$ cat src/rtl/dtt_pkg.sv
package dtt_pkg;

    typedef enum logic [2:0] {
        OPK_NONE  = 3'd0,
        OPK_LOAD  = 3'd1,
        OPK_SLOAD = 3'd2,
        OPK_ALU   = 3'd3,
        OPK_CHECK = 3'd4,
        OPK_STORE = 3'd5
    } opk_e;

    typedef enum logic [1:0] {
        FN_ADD = 2'd0,
        FN_SUB = 2'd1,
        FN_AND = 2'd2,
        FN_XOR = 2'd3
    } alufn_e;

    typedef enum logic [1:0] {
        CAUSE_NONE   = 2'd0,
        CAUSE_LDFLT  = 2'd1,
        CAUSE_POISON = 2'd2
    } cause_e;

    typedef struct packed {
        logic   redir;
        logic   exc;
        cause_e cause;
        logic   st_we;
        logic   wr_en;
        logic   wr_tok;
    } ctl_s;

endpackage

$ cat src/rtl/dtt_regfile.sv
module dtt_regfile #(
    parameter int NREG   = 16,
    parameter int DATA_W = 64,
    localparam int IDX_W = $clog2(NREG)
) (
    input  logic              clk,
    input  logic              rst,
    input  logic [IDX_W-1:0]  ra_idx,
    input  logic [IDX_W-1:0]  rb_idx,
    output logic [DATA_W-1:0] ra_data,
    output logic              ra_tok,
    output logic [DATA_W-1:0] rb_data,
    output logic              rb_tok,
    input  logic              w_en,
    input  logic [IDX_W-1:0]  w_idx,
    input  logic [DATA_W-1:0] w_data,
    input  logic              w_tok
);
    logic [DATA_W-1:0] data_q [NREG];
    logic              tok_q  [NREG];

    for (genvar i = 0; i < NREG; i++) begin : g_reg
        if (i == 0) begin : g_zero
            always_ff @(posedge clk) begin
                data_q[i] <= '0;
                tok_q[i]  <= 1'b0;
            end
        end else begin : g_live
            always_ff @(posedge clk) begin
                if (rst) begin
                    data_q[i] <= '0;
                    tok_q[i]  <= 1'b0;
                end else if (w_en && w_idx == IDX_W'(i)) begin
                    data_q[i] <= w_data;
                    tok_q[i]  <= w_tok;
                end
            end
        end
    end

    assign ra_data = data_q[ra_idx];
    assign ra_tok  = tok_q[ra_idx];
    assign rb_data = data_q[rb_idx];
    assign rb_tok  = tok_q[rb_idx];

    // the zero register must never report a token
    always_comb begin
        if (!rst) assert_r0_clean_R8: assert (ra_idx != '0 || !ra_tok);
    end
endmodule

$ cat src/rtl/dtt_exec.sv
module dtt_exec
    import dtt_pkg::*;
#(
    parameter int NREG   = 16,
    parameter int DATA_W = 64,
    parameter int IMM_W  = 12,
    parameter int PC_W   = 32,
    localparam int IDX_W = $clog2(NREG)
) (
    input  logic              op_valid,
    input  logic [2:0]        op_kind,
    input  logic [1:0]        alu_fn,
    input  logic [IDX_W-1:0]  rd,
    input  logic [IMM_W-1:0]  imm,
    input  logic [PC_W-1:0]   pc,
    input  logic [DATA_W-1:0] a_data,
    input  logic              a_tok,
    input  logic [DATA_W-1:0] b_data,
    input  logic              b_tok,
    input  logic [DATA_W-1:0] mem_rdata,
    input  logic              mem_fault,
    output ctl_s              ctl,
    output logic [DATA_W-1:0] wr_data,
    output logic [DATA_W-1:0] mem_addr,
    output logic [PC_W-1:0]   redir_pc
);
    logic [DATA_W-1:0] imm_d;
    logic [PC_W-1:0]   imm_p;
    logic [DATA_W-1:0] alu_res;
    logic              rd_live;

    assign imm_d    = {{(DATA_W-IMM_W){imm[IMM_W-1]}}, imm};
    assign imm_p    = {{(PC_W-IMM_W){imm[IMM_W-1]}}, imm};
    assign mem_addr = a_data + imm_d;
    assign redir_pc = pc + imm_p;
    assign rd_live  = (rd != '0);

    always_comb begin
        unique case (alufn_e'(alu_fn))
            FN_ADD:  alu_res = a_data + b_data;
            FN_SUB:  alu_res = a_data - b_data;
            FN_AND:  alu_res = a_data & b_data;
            default: alu_res = a_data ^ b_data;
        endcase
    end

    always_comb begin
        ctl     = '0;
        wr_data = '0;
        if (op_valid) begin
            case (opk_e'(op_kind))
                OPK_LOAD: begin
                    if (a_tok) begin
                        ctl.exc   = 1'b1;
                        ctl.cause = CAUSE_POISON;
                    end else if (mem_fault) begin
                        ctl.exc   = 1'b1;
                        ctl.cause = CAUSE_LDFLT;
                    end else begin
                        ctl.wr_en = rd_live;
                        wr_data   = mem_rdata;
                    end
                end
                OPK_SLOAD: begin
                    ctl.wr_en  = rd_live;
                    ctl.wr_tok = a_tok | mem_fault;
                    wr_data    = (a_tok | mem_fault) ? '0 : mem_rdata;
                end
                OPK_ALU: begin
                    ctl.wr_en  = rd_live;
                    ctl.wr_tok = a_tok | b_tok;
                    wr_data    = (a_tok | b_tok) ? '0 : alu_res;
                end
                OPK_CHECK: ctl.redir = a_tok;
                OPK_STORE: begin
                    if (a_tok | b_tok) begin
                        ctl.exc   = 1'b1;
                        ctl.cause = CAUSE_POISON;
                    end else begin
                        ctl.st_we = 1'b1;
                    end
                end
                default: ;
            endcase
        end
    end

    // a check never writes or traps in the same decision
    always_comb begin
        assert_chk_quiet_R6: assert (!ctl.redir || (!ctl.wr_en && !ctl.exc && !ctl.st_we));
    end
endmodule

$ cat src/rtl/dtt_core.sv
module dtt_core
    import dtt_pkg::*;
#(
    parameter int NREG   = 16,
    parameter int DATA_W = 64,
    parameter int IMM_W  = 12,
    parameter int PC_W   = 32,
    localparam int IDX_W = $clog2(NREG)
) (
    input  logic              clk,
    input  logic              rst,
    input  logic              op_valid,
    input  logic [2:0]        op_kind,
    input  logic [1:0]        alu_fn,
    input  logic [IDX_W-1:0]  rd,
    input  logic [IDX_W-1:0]  rs1,
    input  logic [IDX_W-1:0]  rs2,
    input  logic [IMM_W-1:0]  imm,
    input  logic [PC_W-1:0]   pc,
    input  logic [DATA_W-1:0] mem_rdata,
    input  logic              mem_fault,
    output logic [DATA_W-1:0] mem_addr,
    output logic [DATA_W-1:0] mem_wdata,
    output logic              mem_we,
    output logic              wb_valid,
    output logic [IDX_W-1:0]  wb_idx,
    output logic [DATA_W-1:0] wb_data,
    output logic              wb_tok,
    output logic              redirect,
    output logic [PC_W-1:0]   redirect_pc,
    output logic              raise_exc,
    output logic [1:0]        exc_cause
);
    logic [DATA_W-1:0] a_data, b_data, wr_data;
    logic              a_tok, b_tok;
    logic [PC_W-1:0]   x_pc;
    ctl_s              ctl;

    dtt_regfile #(.NREG(NREG), .DATA_W(DATA_W)) u_rf (
        .clk(clk), .rst(rst),
        .ra_idx(rs1), .rb_idx(rs2),
        .ra_data(a_data), .ra_tok(a_tok),
        .rb_data(b_data), .rb_tok(b_tok),
        .w_en(ctl.wr_en), .w_idx(rd), .w_data(wr_data), .w_tok(ctl.wr_tok)
    );

    dtt_exec #(.NREG(NREG), .DATA_W(DATA_W), .IMM_W(IMM_W), .PC_W(PC_W)) u_ex (
        .op_valid(op_valid), .op_kind(op_kind), .alu_fn(alu_fn), .rd(rd),
        .imm(imm), .pc(pc),
        .a_data(a_data), .a_tok(a_tok), .b_data(b_data), .b_tok(b_tok),
        .mem_rdata(mem_rdata), .mem_fault(mem_fault),
        .ctl(ctl), .wr_data(wr_data), .mem_addr(mem_addr), .redir_pc(x_pc)
    );

    assign mem_wdata = b_data;
    assign mem_we    = ctl.st_we;

    always_ff @(posedge clk) begin
        if (rst) begin
            wb_valid    <= 1'b0;
            wb_idx      <= '0;
            wb_data     <= '0;
            wb_tok      <= 1'b0;
            redirect    <= 1'b0;
            redirect_pc <= '0;
            raise_exc   <= 1'b0;
            exc_cause   <= CAUSE_NONE;
        end else begin
            wb_valid    <= ctl.wr_en;
            wb_idx      <= rd;
            wb_data     <= wr_data;
            wb_tok      <= ctl.wr_tok;
            redirect    <= ctl.redir;
            redirect_pc <= x_pc;
            raise_exc   <= ctl.exc;
            exc_cause   <= ctl.cause;
        end
    end

    assert_exc_no_wb_R2: assert property (@(posedge clk) disable iff (rst)
        raise_exc |-> !wb_valid && !redirect);
    assert_tok_origin_R4: assert property (@(posedge clk) disable iff (rst)
        (wb_valid && wb_tok) |-> ($past(op_kind) == 3'd2 || $past(op_kind) == 3'd3));
    assert_store_clean_R7: assert property (@(posedge clk) disable iff (rst)
        mem_we |-> !a_tok && !b_tok);
    assert_r0_no_wb_R8: assert property (@(posedge clk) disable iff (rst)
        wb_valid |-> wb_idx != '0);
    assert_idle_quiet_R9: assert property (@(posedge clk) disable iff (rst)
        !$past(op_valid) |-> !(wb_valid || redirect || raise_exc));
    assert_redir_src_R6: assert property (@(posedge clk) disable iff (rst)
        redirect |-> $past(op_kind) == 3'd4);
endmodule

$ cat config.mk
export PLATFORM = sky130hd
export DESIGN_NAME = dtt_core
export DESIGN_NICKNAME = d
export VERILOG_FILES = /design/src/rtl/dtt_pkg.sv /design/src/rtl/dtt_regfile.sv /design/src/rtl/dtt_exec.sv /design/src/rtl/dtt_core.sv
export SDC_FILE = /design/constraint.sdc
export NUM_CORES = 2
export LEC_CHECK = 0
export BUFFER_PORTS_ARGS = -buffer_cell sky130_fd_sc_hd__buf_2
export CORE_UTILIZATION = 50
export DETAILED_ROUTE_END_ITERATION = 7
export PLACE_DENSITY = 0.67
export SLEW_MARGIN = 0
export SYNTH_ARGS = -nofsm -noshare
export SYNTH_HDL_FRONTEND = slang
export SYNTH_HIERARCHICAL = 1
export SYNTH_SLANG_ARGS = --single-unit
$ cat constraint.sdc
create_clock -name clk -period 35 [get_ports clk]
set_input_delay 10.5 -clock clk [delete_from_list [all_inputs] [get_ports clk]]
set_output_delay 10.5 -clock clk [all_outputs]
set_load 0.02 [all_outputs]
==> key figures <==
Outcome
  – Status: complete, but fails checks
  – Failing checks: design-rule violations

Die
  – CORE AREA: 0.134 mm^2
  – Starting Density: 0.505
  – Die Area: 0.136 mm^2
  – Ports: 364
  – Die Y-Extent: 369 um
  – Die Wd: 369 um
  – Row cnt: 134

Logic synthesis
  – Synth cell types: 79
  – Synth Area in Simple Gates: 0.149
  – Sequential-to-total area share from yosys stat: 0.465
  – Syn Area/Cell: 12.3 um^2
  – Synth warnings: 6
  – Cell area after synthesis: 0.0675 mm^2
  – Dominant cells by area after synthesis: edfxtp_1 (43%), mux4_2 (13%), and2_1 (9.2%)
  – Multiplexer area fraction after synthesis: 0.186
  – Seq cells post-synth: 1,081
  – Adder-cell area share of the yosys netlist: 0.0421
  – Top-count cell post-synth: and2_1
  – Syn_nets: 5,859
  – Compound-Gate Fraction of Synth Area: 0.0979
  – Synth area leader: edfxtp_1
  – Async set or reset register ratio after synthesis: 0
  – XOR/XNOR Fraction of Synth Area: 0.0266
  – Synthesized instance count: 5,505
  – Main synth FF type: edfxtp_1
  – Largest family of logic cells by synthesized area: multiplexers
  – Synth top area share: 0.434
  – EDFF count, synth: 975
  – Synth cell count leaders: and2_1 (992), edfxtp_1 (975), mux4_2 (391)

Global route
  – Grt total ovfl: 0
  – Met2 Usage GRT: 0.538
  – GRT met3 Usage: 0.108
  – GRT Total Usage: 0.363
  – Initial antenna violation count: 23
  – Global route hottest layer: met2
  – Vias in the first global route: 48,900
  – Largest net degree at the start of global routing: 118
  – Met1 usage: 0.494
  – First-pass GRT wire length: 352,000 um

STA
  – Max Fclk: 35.8 MHz
  – Final setup viols: 0
  – Final min period: 27.96 ns
  – Period utilization: 0.799
  – RSZ-0062 raised after global routing: no
  – Final Hold Viols: 0
  – Final worst setup slack: 7.04 ns
  – Slew margin rel.: 0.0259
  – Worst Skew: 0.0487 ns
  – Fin Setup TNS: 0 ns
  – Final max-slew violation count: 0
  – Slew @ Worst Pin: 1.46 ns

Clock network
  – PostCTS Resize Cnt: 0
  – CTS Root Cell: clkbuf_16
  – CTS Buf Count: 117
  – Sink Count: 1,081
  – Reg clk slew, reported paths: 0.06 ns
  – Worst-skew pair later-pin latency: 0.78 ns
  – H-tree depth: 3
  – Worst-case clock buffer depth: 3
  – Cts hold-fix bufs: 0
  – TritonCTS clock tree: done
  – Post-CTS Setup Repair Bufs: 0

Setup path
  – Worst Path Arrival: 17.46 ns
  – Crit Path Class: in2out
  – Crit start category: input pin
  – Required @ worst endpoint: 24.50 ns
  – Max FO, Critical Path: 109
  – CP endpoint kind: primary output
  – WP buf/inv: 4
  – Family with the most delay on the worst path: buffers and inverters
  – Crit path largest cell delay: 0.76 ns
  – Critical path, cell by cell: buf_8 -> buf_4 -> buf_12 -> mux4_2 -> mux4_2 -> ha_1 -> nand2_1 -> nor4_1 -> nand3_1 -> or4b_1 -> a21oi_1 -> o21ai_1 -> o31a_1 -> o21ai_0 -> a21oi_1 -> xnor2_1 -> buf_2
  – Slowest CP cell: buf_4

Drt
  – WL final: 252,000 um
  – Vias: 51,100
  – Initial DRT Pass Iterations: 8
  – Routed len/inst: 33.6 um
  – Post-route ant nets: 0
  – DRC errors left: 239
  – Via density per instance: 6.80
  – Iter 0 DRT Violations: 7,710

Final layout
  – Share of cells above drive strength 1: 0.217
  – Layout area overhead: 10.6%
  – Post-layout nets: 5,993

Placed design
  – PortBufs: 363
  – Post-DP HPWL: 152,000 um
  – Dpl ws: 6.92 ns
  – Gp weighted congestion: 0.983

Power and ir drop
  – PwrDens: 48.1 mW/mm^2
  – Worst IR drop on VDD: 0.0406 mV
  – Pleak: 28.9 nW

Min path
  – HP Class: reg2reg

Run
  – Max-cap violations: 0
registers in the layout (all words and copies together), names as in the netlist:
name / count
exc_cause: 2
redirect_pc: 32
u_rf/data_q: 960
raise_exc: 1
wb_data: 64
wb_tok: 1
redirect: 1
u_rf/tok_q: 15
wb_valid: 1
wb_idx: 4
through the flow:
stage | power (W) | util | instances | hold WS [ns] | instance area, um^2
3_5_place_dp | 0.00235 | 0.530 | 7288 | 0.984 | 70800
6_report | 0.00359 | 0.558 | 7514 | 1.02 | 74600
3_3_place_gp | 0.00234 | 0.530 | 7288 | 0.939 | 70800
5_1_grt | 0.00369 | 0.558 | 7506 | 1.11 | 74600
4_1_cts | 0.00357 | 0.558 | 7506 | 1.01 | 74600
2_1_floorplan | 0.00206 | - | 5505 | 0.870 | 67500
layer usage:
layer  wire length, um  up-vias  share of wire
li1                  -    21100              -
met1             94300    25400           0.37
met2            109000     4004           0.43
met3             37200      669           0.15
met4             11500       12          0.046
met5                90        -        0.00036
worst min-delay path, stage by stage, from the launching register on:
cell and delay (ns):
edfxtp_1 0.35, a22o_1 0.15, a22oi_1 0.07, nand2_1 0.11, a21oi_1 0.09, nor2_1 0.08
nor2b_1 0.12
kinds of logic after synthesis:
group | count (synthesis)
DFF | 1081
buffers and inverters | 519
AOI/OAI and AO/OA | 951
and+or+nand+nor | 1776
xor gates and xnor gates | 205
muxes | 748
adders and majority gates | 225
worst paths after layout:
path | startpoint | end | slack [ns] | depth (start not counted)
setup / recovery | rs1[0] | mem_addr[53] | 7.04 | 17
hold / removal | u_rf/tok_q[2] | exc_cause[1] | 1.02 | 6
setup reg to reg | u_rf/data_q[3][4] | wb_data[59] | 26.54 | 28
hold reg to reg | u_rf/tok_q[2] | exc_cause[1] | 1.02 | 6
layout by cell type (no fill, tap or decap), types with 73 or more instances in the layout:
| master | count |
|---|---|
| and2_1 | 992 |
| edfxtp_1 | 975 |
| mux4_2 | 391 |
| buf_2 | 352 |
| a21oi_1 | 255 |
| nand2_1 | 254 |
| ha_1 | 222 |
| mux2i_1 | 212 |
| nor2_1 | 151 |
| mux2_2 | 145 |
| xnor2_1 | 132 |
| nor2b_1 | 130 |
| clkbuf_16 | 118 |
| buf_4 | 115 |
| o21ai_0 | 109 |
| dfxtp_1 | 106 |
| a21o_1 | 93 |
| xor2_1 | 73 |
layout make-up:
class / instances / area (um^2)
Fill cell: 11000 / 59000
Multi-Input combinational cell: 3905 / 34200
Sequential cell: 1081 / 31400
Clock buffer: 161 / 3220
Timing Repair Buffer: 478 / 2810
Tap cell: 1768 / 2210
Clock inverter: 57 / 520
Inverter: 56 / 210
Antenna cell: 8 / 20.0
where the power goes:
| part | switching, W | total [W] | internal, W |
|---|---|---|---|
| registers | 0.0000215 | 0.00147 | 0.00145 |
| clock network | 0.000536 | 0.00124 | 0.000700 |
| logic | 0.000569 | 0.000880 | 0.000312 |
| total | 0.00113 | 0.00359 | 0.00246 |
Note: power is estimated with default switching activity, not from simulation.
